File: src/rtl/adc_host_pkg.sv
// Shared sizes for the converter host bus interface.
// Assumes the result splits into equal lanes and a byte is two lanes.
package adc_host_pkg;
    localparam int unsigned DATA_W = 12;
    localparam int unsigned LANE_W = 4;
    localparam int unsigned NLANE  = DATA_W / LANE_W;
    localparam int unsigned BYTE_W = 2 * LANE_W;

    typedef struct packed {
        logic act;    // decode active
        logic rd;     // read decoded and sequencer idle
        logic cv;     // convert condition
        logic addr;   // effective byte address
        logic wide;   // effective wide format
    } dec_t;
endpackage

File: src/rtl/adc_ctl_decode.sv
// Combinational decode of the host control pins.
// Assumes all pins are synchronous to clk. The stand-alone strap forces
// active decode, address 0 and wide format.
module adc_ctl_decode
    import adc_host_pkg::*;
(
    input  logic chip_en,
    input  logic sel_n,
    input  logic rd_cnv,
    input  logic byte_addr,
    input  logic wide_fmt,
    input  logic standalone,
    input  logic conv_busy,
    output dec_t dec
);
    // Form the decoded request from the pins and the strap.
    always_comb begin
        dec.act  = standalone | (chip_en & ~sel_n);
        dec.addr = standalone ? 1'b0 : byte_addr;
        dec.wide = standalone | wide_fmt;
        dec.rd   = dec.act & rd_cnv & ~conv_busy;
        dec.cv   = dec.act & ~rd_cnv;
    end
endmodule

File: src/rtl/adc_cnv_edge.sv
// Registered rising-edge detector on the convert condition.
// Produces a one-cycle start and captures the address with it.
// A start is dropped if the sequencer is busy at the edge.
module adc_cnv_edge (
    input  logic clk,
    input  logic rst_n,
    input  logic cv,
    input  logic addr,
    input  logic conv_busy,
    output logic cnv_start,
    output logic cnv_short
);
    logic cv_q;

    // Remember the previous convert condition, whether or not busy.
    always_ff @(posedge clk) begin
        if (!rst_n) cv_q <= 1'b0;
        else        cv_q <= cv;
    end

    // Issue the pulse and capture the address on a new convert request.
    always_ff @(posedge clk) begin
        if (!rst_n) begin
            cnv_start <= 1'b0;
            cnv_short <= 1'b0;
        end else begin
            cnv_start <= cv & ~cv_q & ~conv_busy;
            if (cv & ~cv_q & ~conv_busy) cnv_short <= addr;
        end
    end
endmodule

File: src/rtl/adc_byte_steer.sv
// Registered data steering and per-lane output enables.
// Wide format drives all lanes. Narrow format drives the upper byte
// with either the high bits or the low bits followed by zeros.
// A disabled lane always carries zeros.
module adc_byte_steer
    import adc_host_pkg::*;
#(
    parameter int unsigned DW = DATA_W,
    parameter int unsigned LW = LANE_W
) (
    input  logic          clk,
    input  logic          rst_n,
    input  logic          rd,
    input  logic          wide,
    input  logic          addr,
    input  logic [DW-1:0] result,
    output logic [DW-1:0] dout,
    output logic [DW/LW-1:0] lane_oe
);
    localparam int unsigned NL    = DW / LW;
    localparam int unsigned BW    = 2 * LW;
    localparam int unsigned BLANE = BW / LW;
    localparam int unsigned REM_W = DW - BW;
    localparam int unsigned PAD_W = BW - REM_W;

    logic [BW-1:0] hi_byte, lo_byte;
    logic [DW-1:0] word;

    // Build the candidate word for the selected format.
    always_comb begin
        hi_byte = result[DW-1:REM_W];
        lo_byte = BW'(result[REM_W-1:0]) << PAD_W;
        if (wide)      word = result;
        else if (addr) word = {lo_byte, {REM_W{1'b0}}};
        else           word = {hi_byte, {REM_W{1'b0}}};
    end

    for (genvar i = 0; i < NL; i++) begin : g_lane
        logic on;
        // A lane is used in wide format or when it is in the upper byte.
        assign on = rd & (wide | (i >= NL - BLANE));

        // Register the lane enable and its gated data.
        always_ff @(posedge clk) begin
            if (!rst_n) begin
                lane_oe[i]             <= 1'b0;
                dout[i*LW +: LW]       <= '0;
            end else begin
                lane_oe[i]             <= on;
                dout[i*LW +: LW]       <= on ? word[i*LW +: LW] : '0;
            end
        end
    end
endmodule

File: src/rtl/adc_host_if.sv
// Host bus interface for a successive-approximation converter.
// Decodes the host pins, issues convert starts to the sequencer, and
// steers the result onto lane-enabled outputs. Outputs are registered.
// Assumes synchronous inputs and a sequencer busy flag.
module adc_host_if
    import adc_host_pkg::*;
(
    input  logic              clk,
    input  logic              rst_n,
    input  logic              chip_en,
    input  logic              sel_n,
    input  logic              rd_cnv,
    input  logic              byte_addr,
    input  logic              wide_fmt,
    input  logic              standalone,
    input  logic              conv_busy,
    input  logic [DATA_W-1:0] result,
    output logic              cnv_start,
    output logic              cnv_short,
    output logic [DATA_W-1:0] dout,
    output logic [NLANE-1:0]  lane_oe
);
    dec_t dec;

    adc_ctl_decode u_dec (
        .chip_en    (chip_en),
        .sel_n      (sel_n),
        .rd_cnv     (rd_cnv),
        .byte_addr  (byte_addr),
        .wide_fmt   (wide_fmt),
        .standalone (standalone),
        .conv_busy  (conv_busy),
        .dec        (dec)
    );

    adc_cnv_edge u_edge (
        .clk       (clk),
        .rst_n     (rst_n),
        .cv        (dec.cv),
        .addr      (dec.addr),
        .conv_busy (conv_busy),
        .cnv_start (cnv_start),
        .cnv_short (cnv_short)
    );

    adc_byte_steer #(.DW(DATA_W), .LW(LANE_W)) u_steer (
        .clk     (clk),
        .rst_n   (rst_n),
        .rd      (dec.rd),
        .wide    (dec.wide),
        .addr    (dec.addr),
        .result  (result),
        .dout    (dout),
        .lane_oe (lane_oe)
    );
endmodule

File: config.mk
export PLATFORM = sky130hd
export DESIGN_NAME = adc_host_if
export DESIGN_NICKNAME = d
export VERILOG_FILES = /design/src/rtl/adc_host_pkg.sv /design/src/rtl/adc_ctl_decode.sv /design/src/rtl/adc_cnv_edge.sv /design/src/rtl/adc_byte_steer.sv /design/src/rtl/adc_host_if.sv
export SDC_FILE = /design/constraint.sdc
export NUM_CORES = 1
export LEC_CHECK = 0
export ABC_CLOCK_PERIOD_IN_PS = 900
export BUFFER_PORTS_ARGS = -buffer_cell sky130_fd_sc_hd__clkbuf_2
export CAP_MARGIN = 20
export CORE_MARGIN = 5
export CORE_UTILIZATION = 39
export DETAILED_ROUTE_END_ITERATION = 10
export GPL_TIMING_DRIVEN = 0
export PLACE_DENSITY = 0.75
export REMOVE_ABC_BUFFERS = 1
export SYNTH_ARGS = -nofsm -noshare
export SYNTH_HDL_FRONTEND = slang
export SYNTH_SLANG_ARGS = --single-unit
export TNS_END_PERCENT = 5
File: constraint.sdc
create_clock -name clk -period 0.9 [get_ports clk]
set_input_delay 0.045 -clock clk [delete_from_list [all_inputs] [get_ports clk]]
set_output_delay 0.045 -clock clk [all_outputs]
set_load 0.02 [all_outputs]
# --- Word-level counts from Yosys, hierarchy flattened ---
# Index checks and enable logic that the tools add are counted.
word_totals:
  ff_bits: 17
  wordCells: 26
classes:
  n_mux: 3
  bitwise_logic: 13
  n_reduce_logical: 2
ops:
  columns: ["operator", "n"]
  rows:
  - ["two-way mux 12 bit", 2]
  - ["bitwise AND 1 bit", 7]
  - ["NOT 1 bit", 4]
  - ["AND reduction 2 bit", 2]
  - ["bitwise OR 1 bit", 2]
  - ["two-way mux 1 bit", 1]

# --- Longest topological paths before layout ---
depth:
  word_depth: 7
  mapped_depth: 4

# --- By module ---
# From an unflattened synthesis, not the netlist that was laid out.
hier_totals:
  cells_unflattened: 54
  hier_area_um2: 591.8
by_module_without_submodules:
  columns: ["module", "instances", "cells_each", "area_each_um2", "seq_area_each_um2"]
  rows:
  - ["adc_byte_steer", 1, 37, 437.9, 280.3]
  - ["adc_cnv_edge", 1, 9, 103.8, 60.1]
  - ["adc_ctl_decode", 1, 8, 50.0, 0.0]

# --- Least setup slack after synthesis ---
# OpenSTA, ideal clock, no wires.
synth_path:
  path_kind: "in2reg"
  from: "in chip_en"
  to: "reg u_steer.dout[0]"
  setup_time_ns: 0.116
  t_arrival_ns: 0.680
  t_required_ns: 0.784
  slack_ns: 0.105
  path_stages: 4
  cell_sequence: "nor2b_2 -> o2111ai_4 -> inv_2 -> and3_1"
synth_between:
  elab_chain_cells: 6
synth_rtl:
  columns: ["item", "line", "rtl"]
  rows:
  - ["start, declared", "adc_host_if.sv:10", "input logic chip_en,"]
  - ["bitwise AND 1 bit", "adc_ctl_decode.sv:18", "dec.act = standalone | (chip_en & ~sel_n);"]
  - ["bitwise OR 1 bit", "adc_ctl_decode.sv:18", null]
  - ["bitwise AND 1 bit (2 in a row)", "adc_ctl_decode.sv:21", "dec.rd = dec.act & rd_cnv & ~conv_busy;"]
  - ["bitwise AND 1 bit", "adc_byte_steer.sv:41", "assign on = rd & (wide | (i >= NL - BLANE));"]
  - ["AND reduction 2 bit (no source line)", null, null]
  - ["end signal, assigned by index", "adc_byte_steer.sv:50", "dout[i*LW +: LW] <= on ? word[i*LW +: LW] : '0;"]
  - ["end, declared", "adc_byte_steer.sv:17", "output logic [DW-1:0] dout,"]
# Every way passes these cells.
# A chain may end at the register's enable or synchronous reset.

# --- Final worst setup path ---
layout_path:
  from: "reg u_edge.cnv_short"
  to: "out cnv_short"
layout_lines:
  columns: ["item", "line", "rtl"]
  rows:
  - ["start, declared", "adc_cnv_edge.sv:11", "output logic cnv_short"]
  - ["start signal, assigned", "adc_cnv_edge.sv:28", "if (cv & ~cv_q & ~conv_busy) cnv_short <= addr;"]
  - ["end, declared", "adc_host_if.sv:19", "output logic cnv_short,"]
# No word-level cell between the ends.

==> results.yml <==
floorplan:
  row_count: 14
  core-area_um2: 1450
  start_util_pct: 39.9
  pin_count: 38
  die_y_um: 48.6
  die_w_um: 48.6
  die-area_um2: 2360
global_route:
  grt_antenna_before_repair: 0
  grt_pass1_vias: 549
  track_usage_pct: 12.3
  grt_max_degree: 11
  grt_pass1_wl_um: 2300
  overflow: 0
drt:
  firstDrtPassIters: 4
  wl_per_cell_um: 11.1
  vias_per_cell: 4.43
  vias: 540
  drtAntennaViolNets: 0
  drt_iter0_drc: 13
  drc_errors: 0
  totalWireLength_um: 1360
logic_synthesis:
  synth.top_cell.area_share_pct: 58.6
  ys_seq_area_share_pct: 58.6
  ys_top_cells_by_area: "dfxtp_1, and3_1, mux2i_1, o2111ai_4, nor2_1"
  ys_ff_latch: 17
  synthCells: 53
  synth_area_um2: 581
  yosysWarningCount: 0
  synth_top_area_cell: "dfxtp_1"
  synth.distinct_cells: 15
  syn_avg_cell_area_um2: 11.0
status:
  status: "finished, final reports clean"
placement:
  pre_cts_ws_ns: -0.108
  gp_congestion: 0.718
  io_buffers: 37
  dp.cells: 105
  dpl.hpwl_um: 1040
cells_and_area:
  fillers: 118
  final_nets: 128
  diodes: 0
  stdcell_count: 122
  multi_input_area_um2: 214
  area_growth_pct: 61.2
  final_layout_size_suffix_gt1_share_pct: 42.5
  seqCellArea_um2: 340
  fin_util_pct: 64.4
critical_path:
  cp_max_fo: 2
  cp-end-kind: "primary output"
  crit_path_top_delay_cell: "dfxtp_1"
  cp.arrival_ns: 0.80
  critPathKind: "reg2out"
  crit_required_ns: 0.85
  crit_chain: "clkbuf_2"
  slowest_delay_ns: 0.34
  crit_buf_inv: 1
  crit_family: "flip-flops"
  worstSetupStartpointType: "flop"
sta:
  setup_ws_ns: 0.0577
  slew_viol_final: 0
  clock.fmax_mhz: 1190
  period_share_pct: 93.6
  fin_crit_ns: 0.842
  worstMarginPinSlew_ns: 0.305
  grt_setup_unrepaired: "false"
  relSlewSlack_pct: 79.7
  setup_viol: 0
  skew_ns: 0.000432
  hold_viol_final: 0
clock_tree:
  clk_pin_slew_ns: 0.09
  postCtsSetupBuffers: 0
  clock_path_buffers: 2
  cts_root_buf: "clkbuf_4"
  cts_tree: "built"
  clk_latency_ns: 0.28
  clock-sinks: 17
  cts_buffers: 3
  htree_levels: 1
flow_run:
  max_cap_viol_count: 0
power_and_ir_drop:
  leakagePower_uw: 0.000498
  ir_drop_v: 0.000755
  power_uw: 1370
  p_per_area_nw_per_um2: 1460
min_path:
  hold_class: "in2reg"
## per-layer routing
layer  vias up  wire, um  global-route usage, %
li1        284         -                      -
met1       229       520                   11.5
met2        25       698                   22.4
met3         2       113                   3.68
met4         0        27                   8.07
met5         -         0                      0
## state kept, by name, indices dropped and copies added (netlist names)
| signal | flops |
|---|---|
| u_edge.cv_q | 1 |
| u_steer.dout | 12 |
| u_steer.lane_oe | 2 |
| u_edge.cnv_short | 1 |
| u_edge.cnv_start | 1 |
## report_power, final
part	total, uW	switching [uW]	leakage (uW)	internal (uW)
Sequential	775	4.78	0.000138	770
Clock	392	227	0.0000177	165
Combinational	199	93.6	0.000343	105
## tightest hold or removal path, delay by kind of cell
family                 cells  cell delay [ns]
buffers and inverters      2             0.19
and+or+nand+nor            1             0.04
## path summary, 6_finish.rpt
check | start | to | slack (ns) | cells past startpoint
worst min-delay path | rst_n | u_edge.cnv_start$_SDFF_PN0_ | 0.03 | 3
worst min register to register | u_edge.cnv_short$_SDFFE_PN0P_ | u_edge.cnv_short$_SDFFE_PN0P_ | 0.47 | 2
worst max-delay path | u_edge.cnv_short$_SDFFE_PN0P_ | cnv_short | 0.06 | 1
worst max register to register | u_edge.cv_q$_SDFF_PN0_ | u_edge.cnv_short$_SDFFE_PN0P_ | 0.07 | 3
## cells in the final DEF (no fill, tap or decap)
master         count
clkbuf_4           3
mux2i_1            5
o21ai_1            1
nor3b_4            1
dlygate4sd3_1     13
clkbuf_2          37
nor2b_2            1
o21ai_0            1
o2111ai_4          1
a21oi_1            1
inv_1              4
and3_1             8
nor2_1             6
nor3_1             1
clkinv_2           1
nand3_1            2
inv_2              1
dfxtp_1           17
nand2_1            2
## final cells by class
type / instances / area share, %
sequential: 17 / 36.4
timing repair buffer: 50 / 33.7
multi-input combinational: 30 / 22.9
clock buffer: 3 / 2.41
tap: 16 / 2.14
inverter: 5 / 2.01
clock inverter: 1 / 0.535
## stage by stage
step	cell area, um^2	TNS (ns)	hold slack [ns]
after floorplan	573	0	0.117
after global placement	778	-0.633	0.273
after detailed placement	778	-0.921	0.280
after CTS	936	0	0.0218
after global routing	936	0	0.0293
final	936	0	0.0308
## synthesized netlist by cell type
master     instances
nand2_1            2
and3_1             8
o21ai_0            2
nor3b_4            1
nand3_1            2
mux2i_1            5
dfxtp_1           17
nor2b_2            1
a21oi_1            1
nor3_1             1
buf_4              1
inv_2              1
nor2_1             6
inv_1              4
o2111ai_4          1
## what timing repair did
item	in CTS	in global routing
endpoints found under the setup margin	0	1
hold buffers	13	0
endpoints found under the hold margin	13	0
resized for setup	0	1
## cells by family after synthesis
kind of cell | synth area share (%)
AOI/OAI and AO/OA | 7.11
buffers and inverters | 4.52
DFF | 58.6
muxes | 8.62
and+or+nand+nor | 21.1
(Power assumes the default switching activity.)
